$ cat config.mk
export PLATFORM = sky130hd
export DESIGN_NAME = sbx_engine
export DESIGN_NICKNAME = d
export VERILOG_FILES = /design/src/rtl/sbx_pkg.sv /design/src/rtl/sbx_burst_plan.sv /design/src/rtl/sbx_dst_map.sv /design/src/rtl/sbx_host_port.sv /design/src/rtl/sbx_engine.sv
export SDC_FILE = /design/constraint.sdc
export NUM_CORES = 1
export LEC_CHECK = 0
export ABC_AREA = 0
export BUFFER_PORTS_ARGS = -buffer_cell sky130_fd_sc_hd__buf_2
export CAP_MARGIN = 10
export CORE_MARGIN = 2
export CORE_UTILIZATION = 50
export DETAILED_ROUTE_END_ITERATION = 8
export GPL_TIMING_DRIVEN = 1
export PLACE_DENSITY = 0.86
export RECOVER_POWER = 50
export SLEW_MARGIN = 10
export SYNTH_ARGS = -nofsm -noshare
export SYNTH_HDL_FRONTEND = slang
export SYNTH_SLANG_ARGS = --single-unit
export TNS_END_PERCENT = 1
$ cat constraint.sdc
create_clock -name clk -period 5.5 [get_ports clk]
set_input_delay 0.55 -clock clk [delete_from_list [all_inputs] [get_ports clk]]
set_output_delay 0.55 -clock clk [all_outputs]
set_load 0.005 [all_outputs]
$ cat src/rtl/sbx_pkg.sv
package sbx_pkg;

    typedef enum logic [1:0] {
        TGT_PRG  = 2'd0,
        TGT_WORD = 2'd1,
        TGT_PCM  = 2'd2
    } tgt_e;

    typedef struct packed {
        logic ok;
        tgt_e tgt;
    } tgt_dec_t;

    typedef enum logic {
        ST_IDLE  = 1'b0,
        ST_BURST = 1'b1
    } st_e;

    localparam logic [2:0] MODE_MAIN_RD = 3'd2;
    localparam logic [2:0] MODE_SUB_RD  = 3'd3;
    localparam logic [2:0] MODE_PCM     = 3'd4;
    localparam logic [2:0] MODE_PRG     = 3'd5;
    localparam logic [2:0] MODE_WORD    = 3'd7;

    // Map the mode field onto a DMA target; other codes are not DMA modes.
    function automatic tgt_dec_t decode_mode(input logic [2:0] m);
        tgt_dec_t d;
        d.ok  = 1'b1;
        d.tgt = TGT_PRG;
        unique case (m)
            MODE_PCM:  d.tgt = TGT_PCM;
            MODE_PRG:  d.tgt = TGT_PRG;
            MODE_WORD: d.tgt = TGT_WORD;
            default:   d.ok  = 1'b0;
        endcase
        return d;
    endfunction

    // Destination register granule as a power of two: 4 bytes for PCM, 8 otherwise.
    function automatic logic [1:0] unit_shift(input tgt_e t);
        return (t == TGT_PCM) ? 2'd2 : 2'd3;
    endfunction

    // Reader whose mode code opens the host path.
    function automatic logic [2:0] reader_mode(input logic is_sub);
        return is_sub ? MODE_SUB_RD : MODE_MAIN_RD;
    endfunction

endpackage

$ cat src/rtl/sbx_burst_plan.sv
module sbx_burst_plan #(
    parameter int CNT_W       = 16,
    parameter int BURST_WORDS = 256,
    parameter int IDX_W       = 9
) (
    input  logic [CNT_W-1:0] count,
    output logic [IDX_W-1:0] words,
    output logic             is_final
);
    localparam logic [CNT_W:0] CAP_BYTES = (CNT_W+1)'(2 * BURST_WORDS);

    logic [CNT_W:0] half_up;

    always_comb begin
        half_up  = ({1'b0, count} + (CNT_W+1)'(1)) >> 1;
        is_final = ({1'b0, count} <= CAP_BYTES);
        words    = is_final ? IDX_W'(half_up) : IDX_W'(BURST_WORDS);
    end
endmodule

$ cat src/rtl/sbx_dst_map.sv
module sbx_dst_map
    import sbx_pkg::*;
#(
    parameter int DEST_W      = 16,
    parameter int AW          = 20,
    parameter int IDX_W       = 9,
    parameter int SPLIT_BITS  = 14,
    parameter int FULL_BITS   = 15,
    parameter int PCM_BITS    = 10
) (
    input  tgt_e              tgt,
    input  logic [DEST_W-1:0] dest,
    input  logic              split,
    input  logic              bank_bit,
    input  logic [IDX_W-1:0]  idx,
    output logic [AW-1:0]     waddr,
    output logic              bank
);
    logic [AW-1:0] base;

    always_comb begin
        unique case (tgt)
            TGT_WORD: begin
                if (split) base = AW'({dest[SPLIT_BITS-1:0], 3'b000});
                else       base = AW'({dest[FULL_BITS-1:0], 3'b000});
            end
            TGT_PCM:   base = AW'({dest[PCM_BITS-1:0], 2'b00});
            default:   base = AW'({dest, 3'b000});
        endcase
        bank  = (tgt == TGT_WORD) && split && !bank_bit;
        waddr = base + AW'({idx, 1'b0});
    end
endmodule

$ cat src/rtl/sbx_host_port.sv
module sbx_host_port
    import sbx_pkg::*;
#(
    parameter int DW = 16
) (
    input  logic          clk,
    input  logic          rst,
    input  logic          rd_req,
    input  logic          rd_is_sub,
    input  logic [2:0]    mode_sel,
    input  logic          path_open,
    input  logic [DW-1:0] word_in,
    output logic          accept,
    output logic          rd_valid,
    output logic [DW-1:0] rd_data
);
    always_comb begin
        accept = rd_req && path_open && (mode_sel == reader_mode(rd_is_sub));
    end

    always_ff @(posedge clk) begin
        if (rst) begin
            rd_valid <= 1'b0;
            rd_data  <= '0;
        end else begin
            rd_valid <= rd_req;
            rd_data  <= accept ? word_in : '0;
        end
    end
endmodule

$ cat src/rtl/sbx_engine.sv
module sbx_engine
    import sbx_pkg::*;
#(
    parameter int CNT_W       = 16,
    parameter int BURST_WORDS = 256,
    parameter int DST_AW      = 20
) (
    input  logic              clk,
    input  logic              rst,
    input  logic              ld_count,
    input  logic              ld_addr,
    input  logic              ld_dest,
    input  logic [CNT_W-1:0]  ld_value,
    input  logic              start,
    input  logic              dma_go,
    input  logic [2:0]        mode_sel,
    input  logic              wram_split,
    input  logic              wram_bank,
    input  logic              end_irq_en,
    input  logic              irq5_mask,
    input  logic              end_ack,
    input  logic              rd_req,
    input  logic              rd_is_sub,
    output logic              rd_valid,
    output logic [15:0]       rd_data,
    output logic [CNT_W-1:0]  buf_raddr,
    input  logic [15:0]       buf_rdata,
    output logic              dst_we,
    output logic [1:0]        dst_sel,
    output logic              dst_bank,
    output logic [DST_AW-1:0] dst_waddr,
    output logic [15:0]       dst_wdata,
    input  logic              dst_ready,
    output logic [CNT_W-1:0]  cur_count,
    output logic [CNT_W-1:0]  cur_addr,
    output logic [CNT_W-1:0]  cur_dest,
    output logic              busy,
    output logic              end_flag,
    output logic              data_ready,
    output logic              stat_xfer_n,
    output logic              stat_end_n,
    output logic              irq5
);
    localparam int IDX_W = $clog2(BURST_WORDS) + 1;
    localparam logic [CNT_W-1:0] BURST_BYTES = CNT_W'(2 * BURST_WORDS);
    localparam logic [CNT_W-1:0] RD_STEP     = CNT_W'(2);

    st_e              state;
    logic [CNT_W-1:0] count_q, addr_q, dest_q;
    logic [IDX_W-1:0] len_q, idx_q;
    logic             final_q;
    tgt_e             tgt_q;

    tgt_dec_t         dec;
    logic [IDX_W-1:0] plan_words;
    logic             plan_final;
    logic             in_idle, go_ok, host_open, host_acc;
    logic             burst_done, rd_end, end_now;
    logic [CNT_W-1:0] moved_bytes, dest_step;

    sbx_burst_plan #(
        .CNT_W(CNT_W), .BURST_WORDS(BURST_WORDS), .IDX_W(IDX_W)
    ) u_plan (
        .count(count_q), .words(plan_words), .is_final(plan_final)
    );

    sbx_dst_map #(
        .DEST_W(CNT_W), .AW(DST_AW), .IDX_W(IDX_W)
    ) u_map (
        .tgt(tgt_q), .dest(dest_q), .split(wram_split), .bank_bit(wram_bank),
        .idx(idx_q), .waddr(dst_waddr), .bank(dst_bank)
    );

    sbx_host_port #(.DW(16)) u_host (
        .clk(clk), .rst(rst), .rd_req(rd_req), .rd_is_sub(rd_is_sub),
        .mode_sel(mode_sel), .path_open(host_open), .word_in(buf_rdata),
        .accept(host_acc), .rd_valid(rd_valid), .rd_data(rd_data)
    );

    always_comb begin
        dec         = decode_mode(mode_sel);
        in_idle     = (state == ST_IDLE);
        go_ok       = in_idle && !start && dma_go && busy && dec.ok;
        host_open   = in_idle && !start && !dma_go && busy;
        burst_done  = (state == ST_BURST) &&
                      ((len_q == '0) || (dst_ready && (idx_q == len_q - IDX_W'(1))));
        rd_end      = host_acc && (count_q <= RD_STEP);
        end_now     = (burst_done && final_q) || rd_end;
        moved_bytes = CNT_W'({len_q, 1'b0});
        dest_step   = moved_bytes >> unit_shift(tgt_q);
        buf_raddr   = (state == ST_BURST) ? addr_q + CNT_W'({idx_q, 1'b0}) : addr_q;
        dst_we      = (state == ST_BURST) && (len_q != '0);
        dst_sel     = tgt_q;
        dst_wdata   = buf_rdata;
        stat_xfer_n = ~busy;
        cur_count   = count_q;
        cur_addr    = addr_q;
        cur_dest    = dest_q;
    end

    always_ff @(posedge clk) begin
        if (rst) begin
            state      <= ST_IDLE;
            count_q    <= '0;
            addr_q     <= '0;
            dest_q     <= '0;
            len_q      <= '0;
            idx_q      <= '0;
            final_q    <= 1'b0;
            tgt_q      <= TGT_PRG;
            busy       <= 1'b0;
            end_flag   <= 1'b0;
            data_ready <= 1'b0;
            stat_end_n <= 1'b1;
            irq5       <= 1'b0;
        end else begin
            irq5 <= 1'b0;
            if (end_ack) stat_end_n <= 1'b1;

            if (state == ST_BURST) begin
                if (burst_done) begin
                    state   <= ST_IDLE;
                    addr_q  <= addr_q + moved_bytes;
                    dest_q  <= dest_q + dest_step;
                    count_q <= final_q ? '0 : count_q - BURST_BYTES;
                end else if (dst_ready) begin
                    idx_q <= idx_q + IDX_W'(1);
                end
            end else begin
                if (start) begin
                    busy       <= 1'b1;
                    end_flag   <= 1'b0;
                    data_ready <= 1'b1;
                end else if (go_ok) begin
                    state   <= ST_BURST;
                    len_q   <= plan_words;
                    final_q <= plan_final;
                    tgt_q   <= dec.tgt;
                    idx_q   <= '0;
                end else if (host_acc) begin
                    count_q <= rd_end ? '0 : count_q - RD_STEP;
                    addr_q  <= addr_q + RD_STEP;
                end
                if (ld_count) count_q <= ld_value;
                if (ld_addr)  addr_q  <= ld_value;
                if (ld_dest)  dest_q  <= ld_value;
            end

            if (end_now) begin
                busy       <= 1'b0;
                end_flag   <= 1'b1;
                data_ready <= 1'b0;
                if (end_irq_en) begin
                    stat_end_n <= 1'b0;
                    irq5       <= irq5_mask;
                end
            end
        end
    end
endmodule

==> run_results.csv, run 1 <==
group,metric,value,unit
status,status,"complete, but fails checks",
status,violations,"max-capacitance violations, max-slew violations",
synthesis,ys.flop_type,"dfxtp_1",
clocking,numCtsBuffers,9,
routing,avgViaCountPerCell,6.28,
pwr,pwr-share-clk,36.9,%
placed_design,placedCellCount,1286,
pwr,p_leak,3.80,nW
worst_setup_path,cp.arrival,4.32,ns
global_routing,grt_pass1_vias,7250,
synthesis,yosysSeqAreaShare,23.9,%
synthesis,synth.ff_latch_count,91,
worst_setup_path,cp_top_family,"compound AO/OA/AOI/OAI gates",
timing,layout_setup_ws,0.627,ns
die,die_w,127,um
clocking,clk_pin_slew,0.07,ns
worst_setup_path,worst-path-stages,13,
synthesis,synth_edf_count,0,
pwr,internal_power,0.00122,W
worst_setup_path,path_buf_inv,2,
worst_setup_path,crit_path_top_delay_cell,"a2111oi_0",
synthesis,yosys_warnings,0,
routing,drc_errors,0,
cells_and_area,final_nets,1210,
worst_setup_path,r2r_slack,1.73,ns
synthesis,syn_area_per_cell,7.62,um2
synthesis,synth-async-reset-ratio,0,%
clocking,post_cts_buffers,0,
routing,wl_per_cell,18.0,um
timing,tightest_slew,2.24,ns
timing,grt_setup_unrepaired,"false",
pwr,power.switching,0.000555,W
worst_setup_path,rr_worst_depth,9,
placed_design,place_congestion,0.964,
cells_and_area,layout-drive-gt1-share,16.9,%
worst_hold_path,hold_class,"in -> reg",
global_routing,grt.total_usage,27.9,%
global_routing,antenna_found_initial,0,
pwr,ir_worst_vdd,0.000150,V
die,start_util,50.7,%
routing,wl,23500,um
die,coreArea,0.0150,mm2
timing,fin_crit,4.87,ns
worst_hold_path,hold_path_depth,2,
clocking,clk_latency,0.35,ns
die,top_level_ports,177,
pwr,powerDensity,206,mW/mm2
pwr,power_frac_comb,20.8,%
clocking,clock_sinks,91,
synthesis,synth.distinct_cells,76,
global_routing,grt_overflow_total,0,
synthesis,synth_area,0.00762,mm2
timing,final.period_utilization,88.6,%
worst_setup_path,critPathMaxStageDelay,0.78,ns
timing,fin_setup_tns,0,ns
clocking,root_buffer,"clkbuf_16",
timing,hold_viol_final,0,
global_routing,grt_pass1_wl,36800,um
timing,whs,0.435,ns
worst_setup_path,crit_path_start_kind,"flop",
routing,ant_nets,0,
worst_setup_path,cp.required,4.95,ns
placed_design,place_ws,1.02,ns
placed_design,dp_hpwl,17300,um
timing,setup_viol,0,
die,die_h,127,um
worst_setup_path,cp_max_fo,18,
cells_and_area,syn2layout_area_growth,13.1,%
worst_setup_path,crit_type,"reg -> out",
placed_design,io_buffers,175,
die,num_rows,45,
clocking,cts_max_path_buffers,2,
clocking,cts_tree,"done",
routing,dr.pass1.iters,6,
synthesis,synthesis.nets,1100,
clocking,htree_levels,3,
routing,drtIter0Drc,744,
flow_run,maxCapViolCount,1,
clocking,holdBufCountCts,0,
pwr,pwr-share-seq,42.3,%
routing,vias,8195,
timing,maxSlewViolCount,45,
timing,fmax,205,MHz
cells_and_area,layout.cells.non_filler,1304,
worst_setup_path,worstSetupEndpointType,"primary output",
global_routing,grt_max_degree,45,
worst_setup_path,crit_chain,"inv_1, ha_1, or2_2, a22o_1, fa_1, a21o_1, a21oi_1, o21bai_1, a2111oi_0, nor3_1, nand3_1, mux2i_1, buf_2",
synthesis,netlist_instances,1000,
timing,slew_headroom,-49.3,%
pwr,swShare,31.3,%
timing,fin_skew,0.0110,ns
die,dieArea,0.0162,mm2
clocking,cts_resized,0,
[state kept, by name, indices dropped and copies added (netlist names)]
name,flops
cur_addr,16
cur_count,16
cur_dest,16
u_host.rd_data,16
idx_q,9
len_q,9
dst_sel,2
data_ready,1
end_flag,1
final_q,1
irq5,1
stat_end_n,1
state,1
u_host.rd_valid,1
[area by class of cell]
class | count | area, um2
tap | 188 | 235
inverter | 35 | 131
clock buffer | 10 | 239
antenna | 1 | 2.50
timing repair buffer | 181 | 866
clock inverter | 6 | 68.8
sequential | 91 | 1820
multi-input combinational | 792 | 5260
fill | 1371 | 6410
[synth_stat cells, types with 8 or more instances]
cell      instances  area share [%]
nand4_1          15             1.2
nor4_1            8            0.66
mux2_2           10             1.5
buf_4            22             2.2
nand2b_1         10            0.82
nor3_1           30             2.0
xnor2_1          41             4.7
and3_1           22             1.8
a21oi_1          72             4.7
or3_1            10            0.82
a31oi_1           9            0.74
nand3_1          34             2.2
a22oi_1           9            0.89
ha_1             46             7.6
nand2_1          91             4.5
a22o_1           10             1.1
nor2_1           80             3.9
o21a_1           14             1.4
a211oi_2          8             1.3
nor2b_1           9            0.74
a21o_1           12             1.2
inv_1            35             1.7
o21ai_0          76             5.0
mux2i_1          18             2.4
xor2_1           20             2.3
o31ai_1          18             1.8
dfxtp_1          91              24
a211oi_1         20             2.0
clkbuf_1         48             2.4
[placed cells by master (no fill, tap or decap), types with 8 or more instances in the layout]
cell       instances
buf_2            134
nand2_1           91
dfxtp_1           91
nor2_1            80
o21ai_0           76
a21oi_1           72
ha_1              46
clkbuf_1          42
xnor2_1           41
inv_1             35
nand3_1           34
nor3_1            30
and3_1            22
xor2_1            20
a211oi_1          20
mux2i_1           18
o31ai_1           18
nand4_1           15
o21a_1            14
a21o_1            12
a22o_1            10
mux2_2            10
nand2b_1          10
or3_1             10
nor2b_1            9
a31oi_1            9
a22oi_1            9
clkbuf_16          9
nor4_1             8
[through the flow]
stage                     area, um2  total power, W  util [%]
after floorplan                7620         0.00100         -
after global placement         8360         0.00112      55.6
after detailed placement       8360         0.00113      55.6
after CTS                      8670         0.00177      57.6
after global routing           8620         0.00184      57.3
final                          8620         0.00178      57.3
[worst reg2reg max path, delay by kind of cell (launching register included)]
kind | cells | cell delay, ns
AOI/OAI and AO/OA | 4 | 2.02
adders and majority gates | 1 | 0.32
and+or+nand+nor | 3 | 0.62
buffers and inverters | 1 | 0.13
DFF | 1 | 0.55
[layer usage]
metal / up-vias / track usage [%] / part of all wire (%)
met5: - / 0 / 0
met4: 0 / 10.0 / 3.1
met3: 60 / 4.40 / 9.1
met2: 394 / 44.3 / 46
met1: 3892 / 38.3 / 42
li1: 3849 / - / -
[kinds of logic (layout without fill, tap and decap cells)]
family / count (synthesis) / after routing / synth area share (%)
other: 1 / 2 / 0.0492
buffers and inverters: 117 / 232 / 7.21
muxes: 28 / 28 / 3.84
and+or+nand+nor: 340 / 340 / 21.9
adders and majority gates: 50 / 50 / 8.61
AOI/OAI and AO/OA: 312 / 312 / 27.4
xor gates and xnor gates: 61 / 61 / 7.01
DFF: 91 / 91 / 23.9
[final timing paths]
kind                            from                          to
max          dst_sel[0]$_SDFFE_PP0P_               dst_waddr[16]
min                           rd_req  u_host.rd_valid$_SDFF_PP0_
max reg2reg    len_q[0]$_SDFFE_PP0P_   cur_dest[13]$_SDFFE_PP0P_
min reg2reg    end_flag$_SDFFE_PP0P_       end_flag$_SDFFE_PP0P_
[power groups by stage]
stage | clock [W] | combinational [W] | sequential, W
floorplan | 0 | 0.000266 | 0.000736
global placement | 0 | 0.000356 | 0.000762
detailed placement | 0 | 0.000363 | 0.000763
CTS | 0.000653 | 0.000367 | 0.000748
global route | 0.000681 | 0.000406 | 0.000757
finish | 0.000656 | 0.000369 | 0.000751
No activity file was read; power rests on OpenSTA's default activity.
==> run 2, diff against run 1 <==
CORE_UTILIZATION = 30   (was 50)
PLACE_DENSITY = 0.61   (was 0.86)
==> run 2 against run 1 <==
The flow still finishes with violations (max-capacitance violations, max-slew violations); sequential cell count did not move; register-to-register slack improved by 0.15 ns; core utilization is 22 points lower; clock power increased by 9.0%; largest cell class unchanged.
==> run_results.csv, run 2 (synthesized netlist as in run 1, its figures left out) <==
group,metric,value,unit
timing,setup_viol,0,
worst_hold_path,hold_path_depth,2,
worst_hold_path,min_from,"rd_req",
routing,ant_nets,0,
timing,hold_viol_final,0,
routing,dr.pass1.iters,5,
routing,drc_errors,0,
pwr,powerDensity,209,mW/mm2
worst_setup_path,worstReg2RegStart,"dst_sel[0]$_SDFFE_PP0P_",
worst_setup_path,path_buf_inv,2,
pwr,p_leak,3.76,nW
die,die_h,163,um
die,top_level_ports,177,
die,start_util,30.4,%
timing,fmax,204,MHz
clocking,clk_latency,0.36,ns
global_routing,grt_overflow_total,0,
flow_run,maxCapViolCount,1,
worst_setup_path,worst-path-stages,13,
die,dieArea,0.0267,mm2
worst_setup_path,cp_max_fo,18,
clocking,root_buffer,"clkbuf_16",
routing,avgViaCountPerCell,5.44,
timing,whs,0.436,ns
clocking,numCtsBuffers,9,
cells_and_area,final_nets,1210,
clocking,cts_max_path_buffers,2,
clocking,holdBufCountCts,0,
clocking,cts_resized,0,
worst_setup_path,crit_path_start_kind,"flop",
worst_setup_path,crit_chain,"inv_1, ha_1, or2_2, a22o_1, fa_1, a21o_1, a21oi_1, o21bai_1, a2111oi_0, nor4_1, xnor2_1, o21ai_0, buf_2",
timing,fin_skew,0.0156,ns
global_routing,grt.total_usage,18.7,%
status,status,"complete, but fails checks",
clocking,cts_tree,"done",
worst_hold_path,hold_class,"in -> reg",
placed_design,io_buffers,175,
worst_setup_path,critPathMaxStageDelay,0.81,ns
routing,drtIter0Drc,524,
routing,wl_per_cell,17.8,um
timing,slew_headroom,-10.3,%
worst_setup_path,cp.required,4.95,ns
clocking,clk_pin_slew,0.07,ns
global_routing,grt_max_degree,64,
timing,maxSlewViolCount,30,
status,violations,"max-capacitance violations, max-slew violations",
cells_and_area,layout-drive-gt1-share,15.7,%
timing,tightest_slew,1.65,ns
worst_setup_path,rr_worst_depth,12,
cells_and_area,diodes,0,
worst_setup_path,crit_path_top_delay_cell,"a2111oi_0",
pwr,ir_worst_vdd,0.000154,V
die,die_w,163,um
clocking,clock_sinks,91,
die,num_rows,58,
clocking,post_cts_buffers,0,
worst_setup_path,worstSetupEndpointType,"primary output",
global_routing,grt_pass1_wl,39500,um
cells_and_area,syn2layout_area_growth,15.5,%
placed_design,dp_hpwl,19300,um
clocking,htree_levels,3,
worst_setup_path,reg2reg_to,"cur_dest[14]$_SDFFE_PP0P_",
worst_setup_path,r2r_slack,1.88,ns
worst_setup_path,crit_type,"reg -> out",
cells_and_area,mostFrequentLayoutCells,"121 x buf_2, 91 x nand2_1, 91 x dfxtp_1, 80 x nor2_1, 76 x o21ai_0",
timing,grt_setup_unrepaired,"false",
placed_design,place_congestion,0.875,
cells_and_area,mostFrequentLayoutCell,"buf_2",
global_routing,antenna_found_initial,0,
timing,fin_crit,4.90,ns
worst_hold_path,holdPathEnd,"u_host.rd_valid$_SDFF_PP0_",
die,coreArea,0.0250,mm2
worst_setup_path,cp_top_family,"compound AO/OA/AOI/OAI gates",
timing,fin_setup_tns,0,ns
global_routing,grt_pass1_vias,7062,
worst_setup_path,cp.arrival,4.35,ns
routing,wl,25800,um
timing,final.period_utilization,89.1,%
routing,vias,7859,
-- run 2: layer usage --
metal	track usage [%]	vias up	part of all wire, %	routed length (um)
li1	-	3868	-	-
met1	26.0	3719	46	11800
met2	29.7	235	46	11700
met3	2.51	37	6.1	1570
met4	6.48	0	2.5	638
met5	0	-	0	0
-- run 2: worst reg2reg max path, cell delays in order, from the launching register on --
cell and delay, ns:
dfxtp_1 0.35, inv_1 0.07, ha_1 0.41, mux2_2 0.41
ha_1 0.22, fa_1 0.43, a211oi_1 0.30, nor2_1 0.09
o21a_1 0.21, o31ai_1 0.58, o31ai_1 0.12, a21oi_1 0.21
a211oi_1 0.06
-- run 2: worst max path at each step --
| stage | slack, ns | startpoint | endpoint |
|---|---|---|---|
| 2_1_floorplan | 1.32 | dst_sel[0]$_SDFFE_PP0P_ | dst_waddr[16] |
| 3_3_place_gp | 1.02 | dst_sel[0]$_SDFFE_PP0P_ | dst_waddr[18] |
| 3_5_place_dp | 0.98 | dst_sel[0]$_SDFFE_PP0P_ | dst_waddr[18] |
| 4_1_cts | 0.57 | dst_sel[0]$_SDFFE_PP0P_ | dst_waddr[18] |
| 5_1_grt | 0.30 | dst_sel[0]$_SDFFE_PP0P_ | dst_waddr[18] |
| 6_report | 0.60 | dst_sel[0]$_SDFFE_PP0P_ | dst_waddr[18] |
-- run 2: where the power goes --
part / total [W] / switching, W / internal, W / leakage [nW]
logic: 0.000370 / 0.000207 / 0.000163 / 2.86
registers: 0.000752 / 0.0000648 / 0.000687 / 0.743
clock network: 0.000715 / 0.000306 / 0.000409 / 0.163
total: 0.00184 / 0.000578 / 0.00126 / 3.76
-- run 2: metrics by stage --
stage	worst slack, ns	area, um2	util, %	power [W]	cells
global placement	1.02	8540	34.1	0.00114	1429
detailed placement	0.981	8540	34.1	0.00114	1429
CTS	0.572	8870	35.4	0.00185	1445
global route	0.302	8800	35.2	0.00192	1445
floorplan	1.32	7620	-	0.00100	1000
finish	0.602	8800	35.2	0.00184	1445
-- run 2: area by class of cell --
cell class	count	area, um2
repair buffers	181	850
multi-input cells	792	5260
flip-flops and latches	91	1820
inverters	35	131
clock inverters	7	106
well taps	330	413
clock buffers	9	225
fillers	2690	16200
==> run 3, diff against run 2 <==
HOLD_SLACK_MARGIN = 0.15   (was default)
PLACE_DENSITY = 0.57   (was 0.61)
clock period = 5.54 ns   (was 5.5 ns; I/O delays follow)
==> run 3 against run 2 <==
The flow still finishes with violations (max-capacitance violations, max-slew violations); die area stayed put; combinational power about the same; first-iteration DRC count increased by 8.8%; worst hold slack got worse by 0.019 ns; non-clock buffer count up 1; cell count did not move; final area fell by 0.41%; register-to-register slack got worse by 0.04 ns; routed wire length rose by 1.7%; largest cell class unchanged.
==> run_results.csv, run 3 (synthesized netlist as in run 1, its figures left out) <==
group,metric,value,unit
timing,fmax,204,MHz
global_routing,grt_max_degree,64,
global_routing,antenna_found_initial,0,
pwr,powerDensity,199,mW/mm2
pwr,ir_worst_vdd,0.000130,V
routing,vias,7813,
routing,drtIter0Drc,570,
die,coreArea,0.0250,mm2
routing,dr.pass1.iters,5,
timing,final.period_utilization,88.3,%
routing,wl_per_cell,18.1,um
timing,fin_crit,4.89,ns
clocking,clock_sinks,91,
cells_and_area,mostFrequentLayoutCells,"118 x buf_2, 91 x nand2_1, 90 x dfxtp_1, 80 x nor2_1, 76 x o21ai_0",
timing,tightest_slew,3.37,ns
cells_and_area,fill_cells,2723,
clocking,numCtsBuffers,9,
routing,wl,26200,um
pwr,p_leak,3.73,nW
timing,slew_headroom,-125,%
placed_design,io_buffers,175,
global_routing,grt_pass1_wl,39900,um
die,start_util,30.4,%
timing,fin_setup_tns,0,ns
worst_setup_path,cp.arrival,5.15,ns
global_routing,grt_overflow_total,0,
die,top_level_ports,177,
global_routing,grt.total_usage,19.1,%
timing,hold_viol_final,0,
worst_setup_path,crit_type,"in -> reg",
worst_setup_path,worstSetupEndpointType,"flop",
cells_and_area,fin_util,35.0,%
placed_design,place_congestion,0.853,
clocking,htree_levels,3,
placed_design,dp_hpwl,19700,um
cells_and_area,syn2layout_area_growth,15.1,%
clocking,clk_latency,0.36,ns
timing,fin_skew,0.0126,ns
cells_and_area,final_nets,1211,
worst_setup_path,cp.required,5.80,ns
status,violations,"max-capacitance violations, max-slew violations",
clocking,post_cts_buffers,0,
clocking,cts_max_path_buffers,2,
global_routing,grt_pass1_vias,7165,
worst_hold_path,hold_class,"in -> reg",
die,die_h,163,um
clocking,holdBufCountCts,0,
status,status,"complete, but fails checks",
die,die_w,163,um
cells_and_area,diodes,0,
die,dieArea,0.0267,mm2
clocking,root_buffer,"clkbuf_16",
worst_setup_path,crit_path_start_kind,"input pin",
flow_run,maxCapViolCount,1,
routing,ant_nets,0,
cells_and_area,layout-drive-gt1-share,15.3,%
die,num_rows,58,
worst_setup_path,cp_max_fo,63,
timing,maxSlewViolCount,64,
clocking,clk_pin_slew,0.07,ns
routing,avgViaCountPerCell,5.41,
clocking,cts_resized,0,
clocking,cts_tree,"done",
cells_and_area,mostFrequentLayoutCell,"buf_2",
timing,grt_setup_unrepaired,"false",
timing,setup_viol,0,
routing,drc_errors,0,
## run 3: area by class of cell
| cell class | instances | area, um2 | share of cell area (%) |
|---|---|---|---|
| inverter | 35 | 131 | 1.50 |
| multi-input combinational | 792 | 5260 | 59.9 |
| tap | 330 | 413 | 4.71 |
| clock buffer | 11 | 243 | 2.77 |
| sequential | 91 | 1820 | 20.8 |
| timing repair buffer | 182 | 850 | 9.69 |
| clock inverter | 4 | 51.3 | 0.585 |
## run 3: metal layers
layer	track usage, %	wire length [um]
met4	5.79	692
met3	3.99	1650
met5	0	0
met2	29.9	11700
met1	26.4	12200
## run 3: report_power, final
| part | switching, W | total (W) | internal (W) |
|---|---|---|---|
| combinational | 0.000206 | 0.000368 | 0.000162 |
| sequential | 0.0000653 | 0.000748 | 0.000683 |
| clock | 0.000270 | 0.000630 | 0.000360 |
## run 3: path summary, 6_finish.rpt
| path | start | depth (start not counted) | slack [ns] | to |
|---|---|---|---|---|
| worst max-delay path | rst | 6 | 0.65 | idx_q[8]$_SDFFE_PP0P_ |
| worst min register to register | end_flag$_SDFFE_PP0P_ | 2 | 0.49 | end_flag$_SDFFE_PP0P_ |
| worst max register to register | len_q[1]$_SDFFE_PP0P_ | 10 | 1.84 | cur_dest[13]$_SDFFE_PP0P_ |
| worst min-delay path | rd_req | 2 | 0.42 | u_host.rd_valid$_SDFF_PP0_ |
## run 3: worst max-delay path, cell delays in order
cell	delay [ns]
buf_2	0.08
clkbuf_1	2.37
inv_1	0.90
clkbuf_1	0.62
nand2_1	0.40
o21ba_2	0.20
## run 3: stage by stage
| stage | area, um2 | power (W) | setup slack, ns | instances | hold slack (ns) |
|---|---|---|---|---|---|
| detailed placement | 8550 | 0.00113 | 1.02 | 1430 | 0.476 |
| global placement | 8550 | 0.00113 | 1.08 | 1430 | 0.459 |
| global route | 8770 | 0.00183 | 0.260 | 1445 | 0.436 |
| CTS | 8840 | 0.00176 | 0.625 | 1445 | 0.412 |
| finish | 8770 | 0.00175 | 0.649 | 1445 | 0.418 |
| floorplan | 7620 | 0.000995 | 1.36 | 1000 | 0.467 |
